$ cat config.mk
export PLATFORM = sky130hd
export DESIGN_NAME = evmon_dual
export DESIGN_NICKNAME = d
export VERILOG_FILES = /design/src/rtl/evmon_pkg.sv /design/src/rtl/evmon_ctrl.sv /design/src/rtl/evmon_counter.sv /design/src/rtl/evmon_status.sv /design/src/rtl/evmon_dual.sv
export SDC_FILE = /design/constraint.sdc
export NUM_CORES = 1
export LEC_CHECK = 0
export BUFFER_PORTS_ARGS = -buffer_cell sky130_fd_sc_hd__buf_4
export CORE_MARGIN = 10
export CORE_UTILIZATION = 55
export CTS_CLUSTER_DIAMETER = 80
export CTS_CLUSTER_SIZE = 10
export DETAILED_ROUTE_END_ITERATION = 10
export PLACE_DENSITY = 0.82
export SYNTH_ARGS = -nofsm -noshare
export SYNTH_HDL_FRONTEND = slang
export SYNTH_SLANG_ARGS = --single-unit
$ cat constraint.sdc
create_clock -name clk -period 7.3 [get_ports clk]
set_input_delay 1.095 -clock clk [delete_from_list [all_inputs] [get_ports clk]]
set_output_delay 1.095 -clock clk [all_outputs]
set_load 0.02 [all_outputs]
$ cat src/rtl/evmon_pkg.sv
package evmon_pkg;

    localparam int CNT_W   = 32;
    localparam int NUM_CTR = 2;
    localparam int REG_W   = NUM_CTR * CNT_W;
    localparam int SEL_W   = 12;

    localparam int UP_SEL_LSB = 19;
    localparam int LO_SEL_LSB = 6;
    localparam int BIT_USR    = 2;
    localparam int BIT_HYP    = 3;
    localparam int BIT_SUP    = 4;

    localparam int IDX_UP = 1;
    localparam int IDX_LO = 0;

    localparam logic [SEL_W-1:0] NOP_CODE = 12'h220;
    localparam logic [SEL_W-1:0] EVT_BASE = 12'h200;

    typedef enum logic [1:0] {
        MODE_USER  = 2'd0,
        MODE_SUPER = 2'd1,
        MODE_HYPER = 2'd2,
        MODE_NONE  = 2'd3
    } priv_e;

    typedef enum logic [1:0] {
        ADDR_CTRL = 2'd0,
        ADDR_CNT  = 2'd1,
        ADDR_STAT = 2'd2,
        ADDR_RSVD = 2'd3
    } reg_addr_e;

    typedef struct packed {
        logic [SEL_W-1:0]   sel_up;
        logic [SEL_W-1:0]   sel_lo;
        logic               en_sup;
        logic               en_hyp;
        logic               en_usr;
        logic [NUM_CTR-1:0] ie;
    } ctrl_t;

    function automatic logic [REG_W-1:0] ctrl_pack(ctrl_t c);
        logic [REG_W-1:0] r;
        r = '0;
        r[UP_SEL_LSB +: SEL_W] = c.sel_up;
        r[LO_SEL_LSB +: SEL_W] = c.sel_lo;
        r[BIT_SUP]             = c.en_sup;
        r[BIT_HYP]             = c.en_hyp;
        r[BIT_USR]             = c.en_usr;
        r[NUM_CTR-1:0]         = c.ie;
        return r;
    endfunction

    function automatic ctrl_t ctrl_unpack(logic [REG_W-1:0] w);
        ctrl_t c;
        c.sel_up = w[UP_SEL_LSB +: SEL_W];
        c.sel_lo = w[LO_SEL_LSB +: SEL_W];
        c.en_sup = w[BIT_SUP];
        c.en_hyp = w[BIT_HYP];
        c.en_usr = w[BIT_USR];
        c.ie     = w[NUM_CTR-1:0];
        return c;
    endfunction

    function automatic logic mode_allows(ctrl_t c, priv_e m);
        case (m)
            MODE_USER:  return c.en_usr;
            MODE_SUPER: return c.en_sup;
            MODE_HYPER: return c.en_hyp;
            default:    return 1'b0;
        endcase
    endfunction

endpackage

$ cat src/rtl/evmon_ctrl.sv
module evmon_ctrl
    import evmon_pkg::*;
(
    input  logic             clk,
    input  logic             rst,
    input  logic             wr_en,
    input  logic [REG_W-1:0] wdata,
    output ctrl_t            ctrl_q
);

    always_ff @(posedge clk) begin
        if (rst) begin
            ctrl_q.sel_up <= NOP_CODE;
            ctrl_q.sel_lo <= NOP_CODE;
            ctrl_q.en_sup <= 1'b0;
            ctrl_q.en_hyp <= 1'b0;
            ctrl_q.en_usr <= 1'b0;
            ctrl_q.ie     <= '0;
        end else if (wr_en) begin
            ctrl_q <= ctrl_unpack(wdata);
        end
    end

endmodule

$ cat src/rtl/evmon_counter.sv
module evmon_counter
    import evmon_pkg::*;
#(
    parameter int NUM_EVT = 8
) (
    input  logic               clk,
    input  logic               rst,
    input  logic [SEL_W-1:0]   sel,
    input  logic [NUM_EVT-1:0] strobe,
    input  logic               mode_ok,
    input  logic               ld,
    input  logic [CNT_W-1:0]   ld_val,
    output logic [CNT_W-1:0]   cnt_q,
    output logic               wrap
);

    localparam int IDX_W = (NUM_EVT > 1) ? $clog2(NUM_EVT) : 1;

    logic [SEL_W-1:0] off;
    logic             hit;
    logic             step;

    // event decode: codes EVT_BASE..EVT_BASE+NUM_EVT-1 map onto strobe bits
    always_comb begin
        off = sel - EVT_BASE;
        hit = 1'b0;
        if ((sel >= EVT_BASE) && (off < SEL_W'(NUM_EVT)))
            hit = strobe[off[IDX_W-1:0]];
    end

    assign step = hit && mode_ok && !ld;
    assign wrap = step && (&cnt_q);

    always_ff @(posedge clk) begin
        if (rst)
            cnt_q <= '0;
        else if (ld)
            cnt_q <= ld_val;
        else if (step)
            cnt_q <= cnt_q + 1'b1;
    end

endmodule

$ cat src/rtl/evmon_status.sv
module evmon_status
    import evmon_pkg::*;
(
    input  logic               clk,
    input  logic               rst,
    input  logic [NUM_CTR-1:0] wrap,
    input  logic               clr_en,
    input  logic [NUM_CTR-1:0] clr_mask,
    input  logic [NUM_CTR-1:0] ie,
    output logic [NUM_CTR-1:0] st_q,
    output logic               irq
);

    logic [NUM_CTR-1:0] keep;

    assign keep = clr_en ? ~clr_mask : '1;

    // a wrap in the same cycle as a clear leaves the flag set
    always_ff @(posedge clk) begin
        if (rst)
            st_q <= '0;
        else
            st_q <= (st_q & keep) | wrap;
    end

    assign irq = |(st_q & ie);

endmodule

$ cat src/rtl/evmon_dual.sv
module evmon_dual
    import evmon_pkg::*;
#(
    parameter int NUM_EVT = 8
) (
    input  logic               clk,
    input  logic               rst,
    input  logic               reg_wr,
    input  logic [1:0]         reg_addr,
    input  logic [REG_W-1:0]   reg_wdata,
    output logic [REG_W-1:0]   reg_rdata,
    input  logic [1:0]         priv_mode,
    input  logic [NUM_EVT-1:0] evt_strobe,
    output logic               irq
);

    reg_addr_e                      addr_e;
    ctrl_t                          ctrl_q;
    logic                           mode_ok;
    logic                           ld_cnt;
    logic [NUM_CTR-1:0][SEL_W-1:0]  sel;
    logic [NUM_CTR-1:0][CNT_W-1:0]  cnt;
    logic [NUM_CTR-1:0]             wrap;
    logic [NUM_CTR-1:0]             st_q;

    assign addr_e  = reg_addr_e'(reg_addr);
    assign mode_ok = mode_allows(ctrl_q, priv_e'(priv_mode));
    assign ld_cnt  = reg_wr && (addr_e == ADDR_CNT);

    assign sel[IDX_UP] = ctrl_q.sel_up;
    assign sel[IDX_LO] = ctrl_q.sel_lo;

    evmon_ctrl u_ctrl (
        .clk    (clk),
        .rst    (rst),
        .wr_en  (reg_wr && (addr_e == ADDR_CTRL)),
        .wdata  (reg_wdata),
        .ctrl_q (ctrl_q)
    );

    for (genvar g = 0; g < NUM_CTR; g++) begin : g_ctr
        evmon_counter #(.NUM_EVT(NUM_EVT)) u_cnt (
            .clk     (clk),
            .rst     (rst),
            .sel     (sel[g]),
            .strobe  (evt_strobe),
            .mode_ok (mode_ok),
            .ld      (ld_cnt),
            .ld_val  (reg_wdata[g*CNT_W +: CNT_W]),
            .cnt_q   (cnt[g]),
            .wrap    (wrap[g])
        );
    end

    evmon_status u_stat (
        .clk      (clk),
        .rst      (rst),
        .wrap     (wrap),
        .clr_en   (reg_wr && (addr_e == ADDR_STAT)),
        .clr_mask (reg_wdata[NUM_CTR-1:0]),
        .ie       (ctrl_q.ie),
        .st_q     (st_q),
        .irq      (irq)
    );

    always_comb begin
        case (addr_e)
            ADDR_CTRL: reg_rdata = ctrl_pack(ctrl_q);
            ADDR_CNT:  reg_rdata = cnt;
            ADDR_STAT: reg_rdata = REG_W'(st_q);
            default:   reg_rdata = '0;
        endcase
    end

endmodule

==> impl_metrics.tcl, run 1 <==
set metrics [dict create \
    drv_cap 0 \
    outcome "complete, no violations" \
    io_buffers 143 \
    period_share 0.567 \
    yosysMostFrequentCell "nor2_1" \
    rr_startpoint "u_ctrl.ctrl_q[26]" \
    cp_max_fo 37 \
    clk_pin_slew_worst_paths_ns 0.08 \
    ys_top_cells_by_count "nor2_1, dfxtp_1, nand2_1" \
    antenna_found_initial 0 \
    num_vias 6053 \
    initial_core_util 0.558 \
    synth-edff-count 0 \
    grt_pass1_vias 5784 \
    period_needed_ns 4.14 \
    preCtsSetupSlack_ns 2.99 \
    place_hpwl_um 12700 \
    clockRootBuffer "clkbuf_8" \
    core-area_mm2 0.0102 \
    min_path_cells 2 \
    wl_um 17600 \
    grt_max_degree 97 \
    start_kind "input port" \
    setup_ws_ns 3.16 \
    min_path_type "register to register" \
    syn_avg_cell_area_um2 7.86 \
    cts_resized 0 \
    fmax_ghz 0.242 \
    n_antenna_cell 0 \
    fill_cells 882 \
    vias_per_cell 6.25 \
    grt_pass1_wl_um 28600 \
    synthesis.area_mm2 0.00571 \
    synth.distinct_cells 52 \
    tns_ns 0 \
    min_from "u_ctrl.ctrl_q[27]" \
    crit_required_ns 6.20 \
    skew_ns 0.0136 \
    power_density_mw_per_mm2 158 \
    die-height_um 122 \
    cts_buffers 9 \
    overflow 0 \
    r2r_cells 7 \
    synthTopCellsByArea "dfxtp_1, a311oi_1, nor2_1, mux2i_1, nand2_1" \
    ys_ff_latch 95 \
    drive_above_1_share 0.216 \
    path_class "input port to output port" \
    drt-wirelength-per-cell_um 18.2 \
    htreeDepth 3 \
    cts_setup_buffers 0 \
    initialDrtViolationCount 560 \
    async_reset_ff_frac 0 \
    die_area_mm2 0.0149 \
    yosysWarnings 0 \
    first_pass_iters 5 \
    tightest_slew_ns 1.33 \
    dieWidth_um 122 \
    drcViolationCount 0 \
    row_count 37 \
    synth_seq_area_share 0.333 \
    clock_latency_ns 0.37 \
    hold_viol_final 0 \
    power.static_leakage_nw 2.62 \
    slew_headroom 0.107 \
    io_pins 144 \
    crit_path_start "reg_addr[0]" \
    cts_tree "built" \
    peakVddDrop_mv 0.107 \
    cts_sinks 95 \
    cts_buffer_depth 2 \
    setup_viol 0 \
    slew_violations 0 \
    grt_usage 0.229 \
    yosysTopAreaCell "dfxtp_1" \
    syn_inst 726 \
    gp_congestion 0.895 \
    area_growth_pct 22.2 \
    syn_nets 809 \
    end_kind "output port" \
    synth_top_area_share 0.333 \
    nets 910 \
    synth_flop_cell "dfxtp_1" \
    arrival_ns 3.04 \
    rsz0062_at_grt "false" \
    ant_nets 0 \
    ctsHoldBuffers 0 \
]
-- through the flow --
stage	util	cells	cell area [µm²]	power, mW	hold slack (ns)
final	0.682	968	6980	1.10	0.482
after global routing	0.682	968	6980	1.14	0.505
after CTS	0.682	968	6980	1.10	0.486
after detailed placement	0.662	952	6780	0.748	0.473
after global placement	0.662	952	6780	0.742	0.455
after floorplan	-	726	5710	0.670	0.448
-- cell families (layout without fill, tap and decap cells) --
group	count (synthesis)	count (layout)	synth area share
AND/OR/NAND/NOR	348	348	0.313
AO/OA/AOI/OAI	149	149	0.193
flip-flops	95	95	0.333
buffers and inverters	79	185	0.0541
multiplexers	38	38	0.0776
XOR/XNOR	13	13	0.0199
adder cells (fa/ha/maj)	4	4	0.00877
-- cell usage in the layout, fill, tap and decap left out, types with 4 or more instances in the layout --
cell      synthesis  routed
mux2i_1          32      32
or4_1            28      28
nand2_1          75      74
a31o_2            5       5
o21ai_0          12      12
a211oi_1         12      12
buf_4             0     147
a21oi_1          27      27
and2_1           39      39
xnor2_1          10      10
nand3b_1          7       7
clkbuf_8          0      10
ha_1              4       4
inv_1            22      22
nor4_1           14      13
nor2_1          102     102
and4_1            5       5
a21o_1            4       4
and3_1            4       4
o31ai_1          28      28
nand3_1          26      26
dfxtp_1          95      95
or3_1            10      10
a311oi_1         48      48
nand4_1          22      22
-- power breakdown --
group          total, mW  switching, mW  internal (mW)
logic              0.168         0.0897         0.0787
registers          0.570         0.0280          0.542
clock network      0.362          0.192          0.170
-- final timing paths --
check,slack [ns],to
max,3.16,reg_rdata[18]
min,0.48,u_ctrl.ctrl_q[27]
max reg2reg,4.07,g_ctr[1].u_cnt.cnt_q[20]
min reg2reg,0.48,u_ctrl.ctrl_q[27]
-- sequential cells by signal, indices dropped and copies added (netlist names) --
register / flops
g_ctr.u_cnt.cnt_q: 64
u_ctrl.ctrl_q: 29
u_stat.st_q: 2
-- final cells by class --
class | count | area, µm² | area share
clock buffers | 12 | 145 | 0.0208
clock inverters | 4 | 53.8 | 0.00771
inverters | 22 | 82.6 | 0.0118
multi-input cells | 552 | 3520 | 0.504
flip-flops and latches | 95 | 1900 | 0.273
well taps | 136 | 170 | 0.0244
repair buffers | 147 | 1100 | 0.158
-- critical path, stage by stage --
cell,delay (ns)
buf_4,0.46
nor2b_2,1.04
and2_1,0.28
buf_4,0.16
-- metal layers --
metal	vias to the layer above	routed length [µm]	track usage
li1	2895	-	-
met4	0	268	0.0641
met5	-	0	0
met1	2849	7330	0.289
met3	26	1490	0.0513
met2	283	8550	0.383
No activity file was read; power rests on OpenSTA's default activity.
==> run 2: changes to the inputs <==
Settings changed: CORE_UTILIZATION 55 to 49, PLACE_DENSITY 0.82 to 0.77.
Clock period 7.3 ns to 3.6 ns, I/O delays scaled along.
==> run 2 against run 1 <==
Compared with the run above: non-clock buffer count up 5; via count is 1.4% lower; largest power group unchanged; cell area rose by 2.3%; critical path type is now register to register; critical endpoint is now g_ctr[0].u_cnt.cnt_q[28]; largest cell class unchanged.
==> impl_metrics.tcl, run 2 (synthesis results as in run 1) <==
set metrics [dict create \
    row_count 39 \
    outcome "complete, no violations" \
    first_pass_iters 7 \
    cts_buffers 9 \
    ctsHoldBuffers 0 \
    initial_core_util 0.500 \
    cts_resized 0 \
    min_from "reg_wdata[28]" \
    drt-wirelength-per-cell_um 18.5 \
    power.static_leakage_nw 2.69 \
    core-area_mm2 0.0114 \
    io_pins 144 \
    setup_viol 0 \
    start_kind "register" \
    largest_reg_flops 64 \
    min_path_type "input port to register" \
    area_growth_pct 25.0 \
    cts_sinks 95 \
    tns_ns 0 \
    die_area_mm2 0.0164 \
    htreeDepth 3 \
    grt_busiest_layer "met2" \
    setup_ws_ns 0.663 \
    end_kind "register" \
    grt_pass1_vias 5797 \
    skew_ns 0.00649 \
    clk_pin_slew_worst_paths_ns 0.06 \
    arrival_ns 3.18 \
    peakVddDrop_mv 0.239 \
    grt_max_degree 97 \
    drv_cap 0 \
    reg_top3 "g_ctr.u_cnt.cnt_q x64, u_ctrl.ctrl_q x29, u_stat.st_q x2" \
    period_share 0.816 \
    use_met1 0.272 \
    drive_above_1_share 0.221 \
    post-route-util 0.625 \
    nets 915 \
    tightest_slew_ns 1.23 \
    slew_violations 0 \
    num_vias 5971 \
    wl_um 18200 \
    grt_pass1_wl_um 29300 \
    cts_tree "built" \
    gp_congestion 0.909 \
    crit_path_start "u_ctrl.ctrl_q[14]" \
    power_density_mw_per_mm2 350 \
    fmax_ghz 0.340 \
    rr_startpoint "u_ctrl.ctrl_q[14]" \
    cts_buffer_depth 2 \
    n_antenna_cell 0 \
    hold_viol_final 0 \
    slew_headroom 0.170 \
    vias_per_cell 6.09 \
    period_needed_ns 2.94 \
    clockRootBuffer "clkbuf_16" \
    drcViolationCount 0 \
    final_common_cell "buf_4" \
    initialDrtViolationCount 628 \
    dieWidth_um 128 \
    antenna_found_initial 0 \
    path_class "register to register" \
    rsz0062_at_grt "false" \
    grt_usage 0.213 \
    ant_nets 0 \
    layout_common_cells "buf_4, nor2_1, dfxtp_1, nand2_1, a311oi_1" \
    io_buffers 143 \
    preCtsSetupSlack_ns 0.653 \
    overflow 0 \
    clock_latency_ns 0.34 \
    max_flop_register "g_ctr.u_cnt.cnt_q" \
    place_hpwl_um 13100 \
    crit_required_ns 3.85 \
    use_met2 0.347 \
    cts_setup_buffers 0 \
    cp_max_fo 12 \
    die-height_um 128 \
    gr-usage-met3 0.0591 \
]
run 2: cell count changes in the layout (fill, tap and decap cells not counted), sizes merged:
cell / delta
inv: -1
clkbuf: +2
buf: +5
clkinvlp: -1
run 2: layout make-up:
| class | instances | area, µm² |
|---|---|---|
| clock inverters | 2 | 37.5 |
| well taps | 143 | 179 |
| repair buffers | 152 | 1140 |
| inverters | 22 | 82.6 |
| multi-input cells | 552 | 3520 |
| fillers | 1003 | 4280 |
| clock buffers | 14 | 274 |
| flip-flops and latches | 95 | 1900 |
run 2: path summary, 6_finish.rpt:
path,slack (ns),to,cells after the start
max,0.66,g_ctr[0].u_cnt.cnt_q[28],7
min,0.42,u_ctrl.ctrl_q[26],2
max reg2reg,0.66,g_ctr[0].u_cnt.cnt_q[28],7
min reg2reg,0.47,u_ctrl.ctrl_q[12],2
run 2: through the flow:
stage	power, mW	hold WS (ns)	instance area (µm²)	std cells
2_1_floorplan	1.36	0.448	5710	726
3_3_place_gp	1.51	0.459	6820	964
3_5_place_dp	1.52	0.466	6820	964
4_1_cts	2.50	0.415	7130	980
5_1_grt	2.59	0.418	7130	980
6_report	2.50	0.422	7130	980
run 2: where the power goes:
group	internal [mW]	switching, mW	leakage [nW]
Sequential	1.10	0.0581	0.776
Combinational	0.161	0.181	1.77
Clock	0.596	0.399	0.149
Total	1.86	0.638	2.69
run 2: worst max-delay path, cell delays in order, from the launching register on:
cell and delay, ns:
dfxtp_1 0.35, inv_1 0.07, ha_1 0.27, nor4bb_1 0.21, nand3_1 0.36, nor4_2 1.10
nand4_1 0.19, a311oi_1 0.30
run 2: metal layers:
layer	routed length, µm	vias up	share of wire
li1	-	2899	-
met1	7980	2800	0.44
met2	8380	251	0.46
met3	1540	21	0.085
met4	252	0	0.014
met5	0	-	0
